[config.mk]
export PLATFORM = sky130hd
export DESIGN_NAME = gpio_port_ctrl
export DESIGN_NICKNAME = d
export VERILOG_FILES = /design/src/rtl/gpio_port_pkg.sv /design/src/rtl/gpio_bit_order.sv /design/src/rtl/gpio_in_sync.sv /design/src/rtl/gpio_out_regs.sv /design/src/rtl/gpio_port_ctrl.sv
export SDC_FILE = /design/constraint.sdc
export NUM_CORES = 1
export LEC_CHECK = 0
export BUFFER_PORTS_ARGS = -buffer_cell sky130_fd_sc_hd__buf_2
export CAP_MARGIN = 0
export CORE_UTILIZATION = 41
export DETAILED_ROUTE_END_ITERATION = 7
export PLACE_DENSITY = 0.74
export SLEW_MARGIN = 20
export SYNTH_ARGS = -nofsm -noshare
export SYNTH_HDL_FRONTEND = slang
export SYNTH_SLANG_ARGS = --single-unit
[constraint.sdc]
create_clock -name clk -period 4 [get_ports clk]
set_input_delay 0.6 -clock clk [delete_from_list [all_inputs] [get_ports clk]]
set_output_delay 0.6 -clock clk [all_outputs]
set_load 0.02 [all_outputs]
[src/rtl/gpio_port_pkg.sv]
package gpio_port_pkg;

    localparam int DIRM_BIDIR  = 0;
    localparam int DIRM_OUTPUT = 1;
    localparam int DIRM_INPUT  = 2;

    localparam int OFF_DATA = 'h0;
    localparam int OFF_SET  = 'h4;
    localparam int OFF_CLR  = 'h8;
    localparam int OFF_DIR  = 'hC;

    typedef enum logic [2:0] {
        REG_DATA,
        REG_SET,
        REG_CLR,
        REG_DIR,
        REG_NONE
    } reg_sel_e;

    // Pin/register reorder on the low w bits; its own inverse.
    function automatic logic [63:0] bit_reorder(logic [63:0] v, int w, bit rev);
        logic [63:0] r;
        r = '0;
        for (int i = 0; i < 64; i++) begin
            if (i < w) r[i] = rev ? v[w - 1 - i] : v[i];
        end
        return r;
    endfunction

endpackage

[src/rtl/gpio_bit_order.sv]
module gpio_bit_order #(
    parameter int W       = 32,
    parameter bit REVERSE = 1'b0
) (
    input  logic [W-1:0] a,
    output logic [W-1:0] y
);
    for (genvar i = 0; i < W; i++) begin : g_bit
        if (REVERSE) begin : g_rev
            assign y[i] = a[W-1-i];
        end else begin : g_fwd
            assign y[i] = a[i];
        end
    end
endmodule

[src/rtl/gpio_in_sync.sv]
module gpio_in_sync #(
    parameter int W = 32
) (
    input  logic         clk,
    input  logic         rst_n,
    input  logic [W-1:0] d,
    output logic [W-1:0] q
);
    logic [W-1:0] stage1_q;

    always_ff @(posedge clk) begin
        if (!rst_n) begin
            stage1_q <= '0;
            q        <= '0;
        end else begin
            stage1_q <= d;
            q        <= stage1_q;
        end
    end
endmodule

[src/rtl/gpio_out_regs.sv]
module gpio_out_regs
    import gpio_port_pkg::*;
#(
    parameter int W        = 32,
    parameter int DIR_MODE = DIRM_OUTPUT
) (
    input  logic         clk,
    input  logic         rst_n,
    input  logic         wr_data,
    input  logic         wr_set,
    input  logic         wr_clr,
    input  logic         wr_dir,
    input  logic [W-1:0] wdata,
    output logic [W-1:0] latch_q,
    output logic [W-1:0] dir_q
);
    localparam logic [W-1:0] DIR_RST = (DIR_MODE == DIRM_INPUT) ? {W{1'b1}} : {W{1'b0}};

    logic [W-1:0] set_m;
    logic [W-1:0] clr_m;

    assign set_m = wr_set ? wdata : '0;
    assign clr_m = wr_clr ? wdata : '0;

    // Clear is applied after set, so it wins on a shared bit.
    always_ff @(posedge clk) begin
        if (!rst_n) begin
            latch_q <= '0;
        end else if (wr_data) begin
            latch_q <= wdata;
        end else begin
            latch_q <= (latch_q | set_m) & ~clr_m;
        end
    end

    if (DIR_MODE == DIRM_BIDIR) begin : g_no_dir
        assign dir_q = '0;
    end else begin : g_dir
        always_ff @(posedge clk) begin
            if (!rst_n) begin
                dir_q <= DIR_RST;
            end else if (wr_dir) begin
                dir_q <= wdata;
            end
        end
    end
endmodule

[src/rtl/gpio_port_ctrl.sv]
module gpio_port_ctrl
    import gpio_port_pkg::*;
#(
    parameter int W        = 32,
    parameter int DIR_MODE = DIRM_OUTPUT,
    parameter bit REVERSE  = 1'b0,
    parameter int ADDR_W   = 5
) (
    input  logic              clk,
    input  logic              rst_n,
    input  logic              bus_sel,
    input  logic              bus_wr,
    input  logic [ADDR_W-1:0] bus_addr,
    input  logic [W-1:0]      bus_wdata,
    output logic [W-1:0]      bus_rdata,
    input  logic [W-1:0]      pin_in,
    output logic [W-1:0]      pin_out,
    output logic [W-1:0]      pin_oe
);
    reg_sel_e     reg_sel;
    logic         acc_wr;
    logic         acc_rd;
    logic [W-1:0] latch_q;
    logic [W-1:0] dir_q;
    logic [W-1:0] drive_en;
    logic [W-1:0] pins_sync;
    logic [W-1:0] pins_reg;
    logic [W-1:0] rd_mux;

    assign acc_wr = bus_sel & bus_wr;
    assign acc_rd = bus_sel & ~bus_wr;

    always_comb begin
        if (bus_addr == ADDR_W'(OFF_DATA))      reg_sel = REG_DATA;
        else if (bus_addr == ADDR_W'(OFF_SET))  reg_sel = REG_SET;
        else if (bus_addr == ADDR_W'(OFF_CLR))  reg_sel = REG_CLR;
        else if (bus_addr == ADDR_W'(OFF_DIR))  reg_sel = REG_DIR;
        else                                    reg_sel = REG_NONE;
    end

    gpio_out_regs #(.W(W), .DIR_MODE(DIR_MODE)) u_regs (
        .clk     (clk),
        .rst_n   (rst_n),
        .wr_data (acc_wr && reg_sel == REG_DATA),
        .wr_set  (acc_wr && reg_sel == REG_SET),
        .wr_clr  (acc_wr && reg_sel == REG_CLR),
        .wr_dir  (acc_wr && reg_sel == REG_DIR),
        .wdata   (bus_wdata),
        .latch_q (latch_q),
        .dir_q   (dir_q)
    );

    if (DIR_MODE == DIRM_INPUT) begin : g_en_inv
        assign drive_en = ~dir_q;
    end else if (DIR_MODE == DIRM_OUTPUT) begin : g_en_fwd
        assign drive_en = dir_q;
    end else begin : g_en_all
        assign drive_en = '1;
    end

    gpio_bit_order #(.W(W), .REVERSE(REVERSE)) u_ord_out (.a(latch_q),   .y(pin_out));
    gpio_bit_order #(.W(W), .REVERSE(REVERSE)) u_ord_oe  (.a(drive_en),  .y(pin_oe));

    gpio_in_sync #(.W(W)) u_sync (
        .clk   (clk),
        .rst_n (rst_n),
        .d     (pin_in),
        .q     (pins_sync)
    );

    gpio_bit_order #(.W(W), .REVERSE(REVERSE)) u_ord_in  (.a(pins_sync), .y(pins_reg));

    always_comb begin
        unique case (reg_sel)
            REG_DATA: rd_mux = pins_reg;
            REG_SET:  rd_mux = latch_q;
            REG_CLR:  rd_mux = '0;
            REG_DIR:  rd_mux = dir_q;
            REG_NONE: rd_mux = '0;
            default:  rd_mux = '0;
        endcase
    end

    always_ff @(posedge clk) begin
        if (!rst_n) begin
            bus_rdata <= '0;
        end else if (acc_rd) begin
            bus_rdata <= rd_mux;
        end
    end
endmodule

---- Word-level counts from Yosys, hierarchy flattened ----
Index checks and enable logic that the tools add are counted.
word-level totals
  bits in registers ....................... 160
  bits of input ports ..................... 73
  output and inout bits ................... 96
operators by class
  equality and inequality tests ........... 6
  muxes and demuxes ....................... 8
  bitwise operators ....................... 6
  reductions and logical operators ........ 6
operators by type and width
  cell                  number
  $mux W32              3
  $pmux W32 S3          1
  $and A32 B32 Y32      1
  $not A32 Y32          1
  $or A32 B32 Y32       1
  $mux W3               4
  $eq A5 B4 Y1 const B  2
  $eq A3 B2 Y1 const B  2
  $eq A5 B3 Y1 const B  1
  $logic_not A5 Y1      1
  $logic_and A1 B1 Y1   4
  $eq A3 B1 Y1 const B  1
  $logic_not A3 Y1      1
  $and A1 B1 Y1         2
  $not A1 Y1            1

---- Depth between registers and ports, before layout ----
  depth in word-level cells ............... 11
  mapped depth ............................ 6
  depth with buffers taken out ............ 3

---- By module ----
From an unflattened synthesis, not the netlist that was laid out.
second synthesis, totals
  cell total of the unflattened synthesis .. 638
  area total of the unflattened synthesis .. 7233.2 µm²
by module, submodules not included
  module          times used  cells each  area each (µm²)  sequential area each (µm²)
  gpio_out_regs   1           248         3019.1           1281.2
  gpio_in_sync    1           134         1791.7           1281.2
  gpio_port_ctrl  1           160         1701.6           640.6
  gpio_bit_order  3           32          240.2            0.0

---- Worst setup path before layout ----
OpenSTA, ideal clock, no wires.
  kind .................................... input-to-reg
  start ................................... in bus_addr[1]
  end ..................................... reg u_regs.latch_q[0]
  arrival time ............................ 1.782 ns
  data required time ...................... 3.874 ns
  setup slack ............................. 2.092 ns
  cell stages on the path ................. 5
  path through ............................ or3_1 -> buf_2 -> o41ai_4 -> buf_6 -> o32ai_1
between the ends
  cells in the longest elaborated chain, start to end .. 11
  elaborated cells between the ends (all ways) .. 20
  classes of those cells .................. eq/ne: 5; mux: 7; bitwise: 3; reduce/logical: 5
ends and longest elaborated chain
  item                                             RTL line                                    RTL
  start: declaration                               gpio_port_ctrl.sv:13                        input logic [ADDR_W-1:0] bus_addr,
  $eq A5 B4 Y1                                     gpio_port_ctrl.sv:37                        else if (bus_addr == ADDR_W'(OFF_DIR)) reg_sel = REG_DIR;
  $mux W3                                          gpio_port_ctrl.sv:37
  $mux W3                                          gpio_port_ctrl.sv:36                        else if (bus_addr == ADDR_W'(OFF_CLR)) reg_sel = REG_CLR;
  $mux W3                                          gpio_port_ctrl.sv:35                        else if (bus_addr == ADDR_W'(OFF_SET)) reg_sel = REG_SET;
  $mux W3 *                                        gpio_port_ctrl.sv:34                        if (bus_addr == ADDR_W'(OFF_DATA)) reg_sel = REG_DATA;
  $eq A3 B1 Y1 or $eq A3 B2 Y1 (tied branches)     gpio_port_ctrl.sv:45, gpio_port_ctrl.sv:46
  $logic_and A1 B1 Y1, on equally long branches    gpio_port_ctrl.sv:45, gpio_port_ctrl.sv:46
  $mux W32, on equally long branches               gpio_out_regs.sv:22, gpio_out_regs.sv:23
  $or A32 B32 Y32 or $not A32 Y32 (tied branches)  gpio_out_regs.sv:32                         latch_q <= (latch_q | set_m) & ~clr_m;
  $and A32 B32 Y32                                 gpio_out_regs.sv:32
  $mux W32 *                                       gpio_out_regs.sv:29                         end else if (wr_data) begin
  end signal: assignment                           gpio_out_regs.sv:30                         latch_q <= wdata;
  end signal: assignment                           gpio_out_regs.sv:32
  end: declaration                                 gpio_out_regs.sv:14                         output logic [W-1:0] latch_q,
Mark *: on every way between the ends. The rest lies on a longest branch, timed or not.
A chain may end at the register's enable or synchronous reset.

---- Worst setup path after layout ----
  start ................................... in bus_addr[1]
  end ..................................... reg u_regs.latch_q[25]
Same word-level chain as after synthesis.

==> out/results.ini <==
[route]
post_drt_wl_per_cell_um = 17.34
drt-vias-per-instance = 5.312
via_count = 5068
firstDrtPassIters = 5
drt_iter0_markers = 385
ant_nets = 0
routed_wl_mm = 16.55
route.detailed.drc = 0

[die]
core-area_mm2 = 0.01453
die_h_um = 124.0
dieArea_mm2 = 0.01537
core.rowCount = 44
die_x_um = 124.0
start_util_pct = 41.96
io_pins = 169

[worst_setup_path]
r2r-start = u_regs.latch_q[30]
end_kind = flip-flop
crit_type = input port to flip-flop
crit_fanout = 34
worstSetupStartpoint = bus_addr[1]
required_ns = 4.30
arrival_ns = 2.48
rrSetupSlack_ns = 2.97
worst_setup_path_start_kind = input port

[timing]
finClkSkew_ns = 0.009567
fin_crit_sh_pct = 54.36
finalHoldViolCount = 0
rsz0062_at_grt = false
maxSlewHeadroom_pct = 39.24
tightest_slew_ns = 0.9095
setup_slack_ns = 1.826
setup-violations-final = 0
fin_crit_ns = 2.174
finalSetupTns_ns = 0
finalMaxSlewViolations = 0
fmax_mhz = 459.9

[placement]
place_ws_ns = 1.391
place_hpwl_mm = 10.54
io_buffer_count = 168
placed_cell_area_mm2 = 0.007036
gp_congestion = 0.8164

[synth]
ys_top_cells_by_count = dfxtp_1 (160), and2_1 (64), clkbuf_1 (37)
yosys.area.top_type = dfxtp_1
synth_seq_cells = 160
yosysWarnings = 0
synth.avg_cell_area_um2 = 9.932
syn-instance-count = 614
synth_top_cell_area_share_pct = 52.52
yosysUniqueCellTypes = 27
synth.most_common_cell = dfxtp_1
synth.area.top_cells = dfxtp_1 (53%), and2_1 (6.6%), mux2_2 (5.9%)
syn_nets = 687
async_flop_share_pct = 0
synth_area_mm2 = 0.006098
synth_flop_cell = dfxtp_1
synth-edff-count = 0
ys_seq_area_share_pct = 52.52

[layout]
multi_input_area_mm2 = 0.002539
post-route-cell-area_mm2 = 0.007634
final.fill_count = 1352
drive_gt1_share_pct = 32.38
regArea_mm2 = 0.003203
fin_nets = 829
area_delta_synth_final_pct = 25.17

[min_path]
worstHoldStart = pin_in[24]
min_path_type = input port to flip-flop

[status]
outcome = complete, no violations

[global_route]
grtUsageTotal_pct = 21.98
grt_pass1_wl_mm = 25.14
antenna_found_initial = 0
grt_pass1_vias = 4709
grt_max_degree = 97
grt_overflow = 0

[run]
cap_violations = 0

[cts]
cts_buffers = 17
cts-root-buf = clkbuf_16
htree_levels = 4
clk_pin_slew_ns = 0.07
post_cts_resized = 0
cts_tree = built
clk-insertion-delay-late_ns = 0.43
cts_sinks = 160
ctsHoldBuffers = 0
clockBufferDepth = 2
postCtsSetupRepairBufs = 0

[power_and_ir_drop]
leakage_uw = 0.003232
p_per_area_mw_per_mm2 = 453.3
vdd_drop_max_mv = 0.2971

critical path: stages:
cell     delay, ns
buf_2         0.11
or3_1         0.36
buf_4         0.25
o31ai_4       0.59
buf_4         0.38
o32ai_1       0.15
path summary, 6_finish.rpt:
kind / end / cells after the start
max: u_regs.latch_q[25] / 6
min: u_sync.stage1_q[24] / 2
min reg2reg: u_sync.q[14] / 1
max reg2reg: bus_rdata[30] / 3
layer usage:
metal	routed length (µm)	up-vias	global-route usage, %
met5	0	-	0
met4	282	0	9.375
met3	1133	22	5.998
met2	7707	179	35.10
met1	7421	2390	27.81
li1	-	2477	-
state kept, by name, summed over array words and instances, names as in the netlist:
register,cells
bus_rdata,32
u_regs.dir_q,32
u_regs.latch_q,32
u_sync.q,32
u_sync.stage1_q,32
where the power goes:
part	total [µW]	switching, µW	leakage [µW]	internal [µW]
Sequential	1640	10.4	0.00130	1630
Clock	1620	733	0.000291	891
Combinational	199	124	0.00164	75.0
cells by family (layout without fill, tap and decap cells):
kind of cell / Yosys count / count (layout) / share of synthesized area, %
buffers and inverters: 89 / 244 / 6.176
multiplexers: 32 / 32 / 5.909
other: 0 / 1 / 0
AND/OR/NAND/NOR: 139 / 139 / 12.27
flip-flops: 160 / 160 / 52.52
AO/OA/AOI/OAI: 194 / 194 / 23.12
cell usage in the layout (no fill, tap or decap), drive strengths merged, types with 2 or more instances in the layout:
cell,n
a21boi,32
mux2,32
clkbuf,17
dfxtp,160
o21ai,32
o32ai,32
nand2,33
nor2b,2
clkinv,4
a22oi,32
nand4,2
a21oi,32
and2,64
o2bb2ai,32
buf,180
inv,41
nand3,32
final cells by class:
| class | count | area share (%) |
|---|---|---|
| inverters | 32 | 1.574 |
| clock buffers | 17 | 5.573 |
| well taps | 184 | 3.016 |
| flip-flops and latches | 160 | 41.96 |
| diodes | 1 | 0.03278 |
| multi-input cells | 365 | 33.26 |
| clock inverters | 15 | 2.229 |
| repair buffers | 180 | 12.36 |
per-stage QoR:
stage | cells | hold slack, ns | total power (µW) | util (%)
final | 954 | 0.3700 | 3460 | 52.52
after global routing | 953 | 0.3658 | 3590 | 52.51
after CTS | 953 | 0.3577 | 3494 | 52.51
after detailed placement | 921 | 0.4169 | 1872 | 48.41
after global placement | 921 | 0.4140 | 1869 | 48.41
after floorplan | 614 | 0.4119 | 1792 | -
Power figures use the tool's default switching activity.
